**src/rtl/xcvr_pkg.sv**
```systemverilog
package xcvr_pkg;
  parameter int unsigned XCVR_W = 18;

  typedef struct packed {
    logic latch_en;
    logic dir_clk;
    logic oe_raw;
  } dir_ctl_t;
endpackage

```
**src/rtl/xcvr_rise_det.sv**
```systemverilog
module xcvr_rise_det (
  input  logic clk_i,
  input  logic rst_ni,
  input  logic lvl_i,
  output logic rise_o
);
  logic lvl_q;

  always_ff @(posedge clk_i or negedge rst_ni) begin
    if (!rst_ni) lvl_q <= 1'b0;
    else         lvl_q <= lvl_i;
  end

  assign rise_o = lvl_i & ~lvl_q;

  // a rise is a single-cycle event
  a_r5_rise_single: assert property (@(posedge clk_i) disable iff (!rst_ni)
    rise_o |=> !rise_o);
endmodule

```
**src/rtl/xcvr_bit_cell.sv**
```systemverilog
module xcvr_bit_cell (
  input  logic clk_i,
  input  logic rst_ni,
  input  logic din_i,
  input  logic latch_en_i,
  input  logic cap_i,
  output logic q_o,
  output logic val_o
);
  logic q;

  // tracking while transparent makes an LE fall freeze the last seen value
  always_ff @(posedge clk_i or negedge rst_ni) begin
    if (!rst_ni)                q <= 1'b0;
    else if (latch_en_i | cap_i) q <= din_i;
  end

  assign q_o   = q;
  assign val_o = latch_en_i ? din_i : q;
endmodule

```
**src/rtl/xcvr_dir.sv**
```systemverilog
module xcvr_dir
  import xcvr_pkg::*;
#(
  parameter int unsigned WIDTH         = XCVR_W,
  parameter bit          OE_ACTIVE_LOW = 1'b0
) (
  input  logic             clk_i,
  input  logic             rst_ni,
  input  logic [WIDTH-1:0] din_i,
  input  dir_ctl_t         ctl_i,
  output logic [WIDTH-1:0] dout_o,
  output logic             drive_o
);
  logic             cap;
  logic             drive_en;
  logic [WIDTH-1:0] q_vec;
  logic [WIDTH-1:0] val_vec;

  xcvr_rise_det u_rise (
    .clk_i  (clk_i),
    .rst_ni (rst_ni),
    .lvl_i  (ctl_i.dir_clk),
    .rise_o (cap)
  );

  for (genvar i = 0; i < WIDTH; i++) begin : g_bit
    xcvr_bit_cell u_cell (
      .clk_i      (clk_i),
      .rst_ni     (rst_ni),
      .din_i      (din_i[i]),
      .latch_en_i (ctl_i.latch_en),
      .cap_i      (cap & ~ctl_i.latch_en),
      .q_o        (q_vec[i]),
      .val_o      (val_vec[i])
    );
  end

  if (OE_ACTIVE_LOW) begin : g_oe_low
    assign drive_en = ~ctl_i.oe_raw;
  end else begin : g_oe_high
    assign drive_en = ctl_i.oe_raw;
  end

  assign drive_o = drive_en;
  assign dout_o  = drive_en ? val_vec : '0;

  a_r3_le_tracks: assert property (@(posedge clk_i) disable iff (!rst_ni)
    ctl_i.latch_en |=> q_vec == $past(din_i));
  a_r4_hold: assert property (@(posedge clk_i) disable iff (!rst_ni)
    (!ctl_i.latch_en && $stable(ctl_i.dir_clk)) |=> $stable(q_vec));
  a_r5_capture: assert property (@(posedge clk_i) disable iff (!rst_ni)
    (!ctl_i.latch_en && ctl_i.dir_clk && !$past(ctl_i.dir_clk)) |=> q_vec == $past(din_i));
  a_r9_reset_clear: assert property (@(posedge clk_i)
    !rst_ni |-> q_vec == '0);
endmodule

```
**src/rtl/xcvr_reg_bidir.sv**
```systemverilog
module xcvr_reg_bidir
  import xcvr_pkg::*;
#(
  parameter int unsigned WIDTH = XCVR_W
) (
  input  logic             clk_i,
  input  logic             rst_ni,
  input  logic [WIDTH-1:0] a_i,
  output logic [WIDTH-1:0] a_o,
  output logic             a_oe_o,
  input  logic [WIDTH-1:0] b_i,
  output logic [WIDTH-1:0] b_o,
  output logic             b_oe_o,
  input  logic             le_ab_i,
  input  logic             clk_ab_i,
  input  logic             oe_ab_i,
  input  logic             le_ba_i,
  input  logic             clk_ba_i,
  input  logic             oe_ba_ni
);
  dir_ctl_t ctl_ab, ctl_ba;

  assign ctl_ab = '{latch_en: le_ab_i, dir_clk: clk_ab_i, oe_raw: oe_ab_i};
  assign ctl_ba = '{latch_en: le_ba_i, dir_clk: clk_ba_i, oe_raw: oe_ba_ni};

  xcvr_dir #(.WIDTH(WIDTH), .OE_ACTIVE_LOW(1'b0)) u_ab (
    .clk_i   (clk_i),
    .rst_ni  (rst_ni),
    .din_i   (a_i),
    .ctl_i   (ctl_ab),
    .dout_o  (b_o),
    .drive_o (b_oe_o)
  );

  xcvr_dir #(.WIDTH(WIDTH), .OE_ACTIVE_LOW(1'b1)) u_ba (
    .clk_i   (clk_i),
    .rst_ni  (rst_ni),
    .din_i   (b_i),
    .ctl_i   (ctl_ba),
    .dout_o  (a_o),
    .drive_o (a_oe_o)
  );

  a_r7_b_off_zero: assert property (@(posedge clk_i) disable iff (!rst_ni)
    !b_oe_o |-> b_o == '0);
  a_r8_a_off_zero: assert property (@(posedge clk_i) disable iff (!rst_ni)
    !a_oe_o |-> a_o == '0);
  a_r8_a_polarity: assert property (@(posedge clk_i) disable iff (!rst_ni)
    a_oe_o == !oe_ba_ni);
  a_r2_b_transparent: assert property (@(posedge clk_i) disable iff (!rst_ni)
    (le_ab_i && oe_ab_i) |-> b_o == a_i);
endmodule

```
**config.mk**
```make
export PLATFORM = sky130hd
export DESIGN_NAME = xcvr_reg_bidir
export DESIGN_NICKNAME = d
export VERILOG_FILES = /design/src/rtl/xcvr_pkg.sv /design/src/rtl/xcvr_rise_det.sv /design/src/rtl/xcvr_bit_cell.sv /design/src/rtl/xcvr_dir.sv /design/src/rtl/xcvr_reg_bidir.sv
export SDC_FILE = /design/constraint.sdc
export NUM_CORES = 1
export LEC_CHECK = 0
export ABC_AREA = 0
export BUFFER_PORTS_ARGS = -buffer_cell sky130_fd_sc_hd__buf_4
export CORE_UTILIZATION = 46
export CTS_BUF_LIST = sky130_fd_sc_hd__clkbuf_4 sky130_fd_sc_hd__clkbuf_8
export DETAILED_ROUTE_END_ITERATION = 10
export GPL_TIMING_DRIVEN = 0
export PLACE_DENSITY = 0.79
export RECOVER_POWER = 50
export SKIP_LAST_GASP = 1
export SYNTH_ARGS = -nofsm -noshare
export SYNTH_HDL_FRONTEND = slang
export SYNTH_SLANG_ARGS = --single-unit
```
**constraint.sdc**
```tcl
create_clock -name clk_i -period 1.3 [get_ports clk_i]
set_input_delay 0.195 -clock clk_i [delete_from_list [all_inputs] [get_ports clk_i]]
set_output_delay 0.195 -clock clk_i [all_outputs]
set_load 0.05 [all_outputs]
```
Yosys cells after proc, flatten, opt, wreduce, memory -nomap -nowiden

Cells that the tools add are included.

Bits in registers: 38
Input bits: 44
Output and inout port bits: 38
Logic and storage cells: 87

Muxes and demuxes: 38
Bitwise operators: 11

Operators by type and width:

| kind               | number |
|---|---|
| two-way mux 1 bit  | 36 |
| two-way mux 18 bit | 2 |
| inverter 1 bit     | 5 |
| AND 1 bit          | 4 |
| OR 1 bit           | 2 |

Logic depth before layout (Yosys ltp)

Depth in word-level cells: 4
Gate-level depth with buffers: 4
Gate-level depth less buffers: 3

By module

From an unflattened synthesis, not the netlist that was laid out.

Cells, all modules: 190
Area total of the unflattened synthesis: 2,219.6 µm²

Modules (own cells, without submodules):

| module          | times used | cells an instance | area each (µm²) | sequential area each (µm²) |
|---|---|---|---|---|
| xcvr_bit_cell   | 36         | 4                 | 51.3            | 25.0 |
| xcvr_dir (u_ab) | 1          | 21                | 155.1           | 0.0 |
| xcvr_dir (u_ba) | 1          | 21                | 140.1           | 0.0 |
| xcvr_rise_det   | 2          | 2                 | 38.8            | 25.0 |

Worst setup path before layout

Ideal clock, no wire load.

Path type: input to output
Start point: input port le_ab_i
End point: output port b_o[10]
Data arrival time: 1.335 ns
Required time: 1.105 ns
Slack: -0.230 ns
Stages on the path: 4
Path buffers: 2
Cell sequence: buf_6 > buf_4 > mux2i_1 > nor2b_1

Longest elaborated chain between the ends: 2

RTL lines:

| what               | line                 | RTL |
|---|---|---|
| from (decl)        | xcvr_reg_bidir.sv:14 | `input logic le_ab_i,` |
| two-way mux 1 bit  | xcvr_bit_cell.sv:19  | `assign val_o = latch_en_i ? din_i : q;` |
| two-way mux 18 bit | xcvr_dir.sv:45       | `assign dout_o = drive_en ? val_vec : '0;` |
| to (decl)          | xcvr_reg_bidir.sv:12 | `output logic [WIDTH-1:0] b_o,` |

No other way between the ends.

Final worst setup path

Start point: register u_ab.g_bit[8].u_cell.q
End point: output port b_o[8]

Longest elaborated chain between the ends: 2

RTL lines:

| what                   | line                | RTL |
|---|---|---|
| from (decl)            | xcvr_bit_cell.sv:10 | `logic q;` |
| from (signal assigned) | xcvr_bit_cell.sv:15 | `else if (latch_en_i \| cap_i) q <= din_i;` |
| two-way mux 1 bit      | xcvr_bit_cell.sv:19 |  |
| two-way mux 18 bit     | xcvr_dir.sv:45      |  |

No other way between the ends.

==> flow_summary_export.csv <==
group,metric,value,unit
outcome,status,"complete, no violations",
power_and_ir_drop,ir_drop,0.857,mV
critical_path,crit_path_start_kind,"flop",
yosys,synth_top_cell_by_area,"dfrtp_1",
critical_path,r2r-start,"u_ab.u_rise.lvl_q$_DFF_PN0_",
critical_path,r2r_end,"u_ab.g_bit[3].u_cell.q_o$_DFFE_PN0P_",
sta,finalSetupTns,0,ns
sta,fmax,785,MHz
critical_path,slowest_delay,0.39,ns
detailed_routing,dr.first_iter.drc_count,42,
clock_network,cts_made_buffers,5,
global_route,first_global_vias,1485,
yosys,ys_types,13,
final_layout,syn_to_final_growth,43.0,%
global_route,grt.overflow.total,0,
power_and_ir_drop,p_per_area,1070,nW/µm²
yosys,syn_area,2110,µm²
yosys,synth.net_count,205,
sta,tightest_slew,0.827,ns
placement,hpwl,3010,µm
global_route,track_usage,0.174,
floorplanning,initial_core_util,0.482,
power_and_ir_drop,seqPwrFrac,0.421,
critical_path,reg2reg_slack,0.04,ns
final_layout,fin_util,0.689,
placement,post_dp_cell_area,2810,µm²
critical_path,cp-end-kind,"output port",
power_and_ir_drop,combinationalPowerShare,0.344,
power_and_ir_drop,power,3.22,mW
detailed_routing,finalWirelength,4190,µm
floorplanning,rows,24,
critical_path,cpMaxStageDelayCell,"dfrtp_1",
final_layout,multi_input_area,1100,µm²
final_layout,regArea,951,µm²
floorplanning,dieArea,4870,µm²
power_and_ir_drop,switching_share,0.326,
clock_network,clkSlewWorstSetupHoldPaths,0.07,ns
final_layout,finish.instance_area,3020,µm²
sta,period_share,0.979,
critical_path,criticalPathCategory,"reg -> out",
detailed_routing,num_vias,1523,
yosys,synth_area_leaders,"dfrtp_1 45%, mux2i_1 17%, mux2_4 14%, mux2_2 8.5%, nor2b_1 5.3%",
yosys,syn_area_per_cell,13.1,µm²
sta,rsz0062_at_grt,"yes",
final_layout,drive_gt1_frac,0.613,
sta,postLayoutSetupSlackWorst,0.0267,ns
sta,finalSetupViolCount,0,
power_and_ir_drop,clockPowerShare,0.235,
power_and_ir_drop,switching_power,1.05,mW
clock_network,cts_htree_levels,2,
clock_network,cts.sinks,38,
hold_path,holdCritPathClass,"in -> reg",
critical_path,path_max_fanout,2,
detailed_routing,dr.pass1.iters,4,
clock_network,tritoncts,"done",
hold_path,hold_end,"u_ba.u_rise.lvl_q$_DFF_PN0_",
yosys,synth_cells,161,
critical_path,worst_ep_arrival_time,1.08,ns
floorplanning,die_x,69.8,µm
critical_path,crit_chain,"mux2i_1 > nor2b_2 > buf_6",
floorplanning,die_h,69.8,µm
sta,fin_skew,0.00361,ns
final_layout,fillers,321,
placement,gp_congestion,0.677,
clock_network,clk_latency,0.28,ns
critical_path,rr_worst_depth,4,
clock_network,cts_max_path_buffers,2,
global_route,antenna_found_initial,0,
sta,hold_violations,0,
clock_network,cts-root-buf,"clkbuf_8",
final_layout,fin_cells,308,
placement,placed_cells,291,
sta,slew_headroom,0.449,
yosys,yosys.area.top_type_share,0.450,
critical_path,cp.required,1.11,ns
yosys,synth-warning-count,0,
final_layout,final_nets,300,
global_route,grt_pass1_wl,6740,µm
placement,io_buffers,78,
global_route,grt_max_degree,39,
sta,finalMaxSlewViolations,0,
sta,finalCriticalPeriod,1.27,ns
placement,post-place-ws,-0.180,ns
final_layout,diodes,0,
yosys,ys_ff_latch,38,
hold_path,hold_depth,1,
yosys,yosysSeqAreaShare,0.450,
detailed_routing,drc,0,
power_and_ir_drop,p_int,2.17,mW
hold_path,hold_start,"clk_ba_i",
detailed_routing,wl_per_cell,13.6,µm
job,maxCapViolations,0,
floorplanning,core-area,4380,µm²
detailed_routing,ant_nets,0,
detailed_routing,routed_via_density,4.94,
power_and_ir_drop,p_leak,1.53,nW
floorplanning,io_pins,82,
sta,hold_ws,0.0783,ns
[critical path, delay by kind of cell (launching register included)]
family | cells | cell delay [ns]
buffers and inverters | 1 | 0.15
DFF | 1 | 0.39
muxes | 1 | 0.19
and+or+nand+nor | 1 | 0.07
[layout by cell type, fill, tap and decap left out]
master and instances:
a21oi_4 2, buf_12 1, buf_2 1, buf_4 64, buf_6 23, clkbuf_1 4
clkbuf_2 3, clkbuf_4 1, clkbuf_8 5, clkinv_2 2, dfrtp_1 38, dlygate4sd3_1 1
inv_1 3, mux2_2 16, mux2_4 20, mux2i_1 36, nor2_1 17, nor2_2 1
nor2b_2 18
[state kept, by name, indices dropped and copies added, names as in the netlist]
register               flops
u_ab.g_bit.u_cell.q_o     18
u_ba.u_rise.lvl_q          1
u_ab.u_rise.lvl_q          1
u_ba.g_bit.u_cell.q_o     18
[power groups by stage]
stage	clock, mW	combinational, mW	sequential [mW]
2_1_floorplan	0	0.734	1.36
3_3_place_gp	0	1.04	1.37
6_report	0.754	1.11	1.36
5_1_grt	0.836	1.17	1.37
4_1_cts	0.785	1.08	1.35
3_5_place_dp	0	1.06	1.38
[worst max-delay path by stage]
stage                                    startpoint       to  slack [ns]
6_report       u_ab.g_bit[8].u_cell.q_o$_DFFE_PN0P_   b_o[8]        0.03
3_5_place_dp                               oe_ba_ni  a_o[16]       -0.18
2_1_floorplan                               le_ba_i  a_o[12]       -0.18
3_3_place_gp                               oe_ba_ni  a_o[17]       -0.18
5_1_grt        u_ab.g_bit[7].u_cell.q_o$_DFFE_PN0P_   b_o[7]       -0.03
4_1_cts        u_ab.g_bit[8].u_cell.q_o$_DFFE_PN0P_   b_o[8]        0.01
[Yosys cell counts, drive strengths merged]
library cell and count:
dfrtp 38, mux2 36, mux2i 36, nor2 18, nor2b 18, buf 8
inv 3, a21oi 2, clkbuf 2
[cell families after synthesis]
group	Yosys count	share of synthesized area
compound gates	2	0.0154
buf+inv	13	0.0509
flops	38	0.450
simple gates	36	0.0853
mux	72	0.398
[timing repair]
| action | CTS | global route |
|---|---|---|
| endpoints found under the setup margin | 31 | 23 |
| gates resized for setup | 3 | 22 |
| hold buffers | 1 | 0 |
| pin swaps | 2 | 0 |
| setup buffers | 6 | 3 |
| endpoints found under the hold margin | 38 | 0 |
[layout make-up]
cell class,count,area share
Buffer,10,0.0303
Timing Repair Buffer,88,0.239
Clock buffer,5,0.0228
Sequential cell,38,0.315
Clock inverter,2,0.00332
Multi-Input combinational cell,110,0.365
Inverter,3,0.00373
Tap cell,52,0.0215
[per-layer routing]
metal | routed length [µm] | vias to the layer above | global-route usage | part of all wire
met2 | 2060 | 60 | 0.284 | 0.49
li1 | - | 741 | - | -
met4 | 27 | 0 | 0.0467 | 0.0064
met5 | 0 | - | 0 | 0
met1 | 1770 | 719 | 0.217 | 0.42
met3 | 332 | 3 | 0.0625 | 0.079
(Power assumes the default switching activity.)
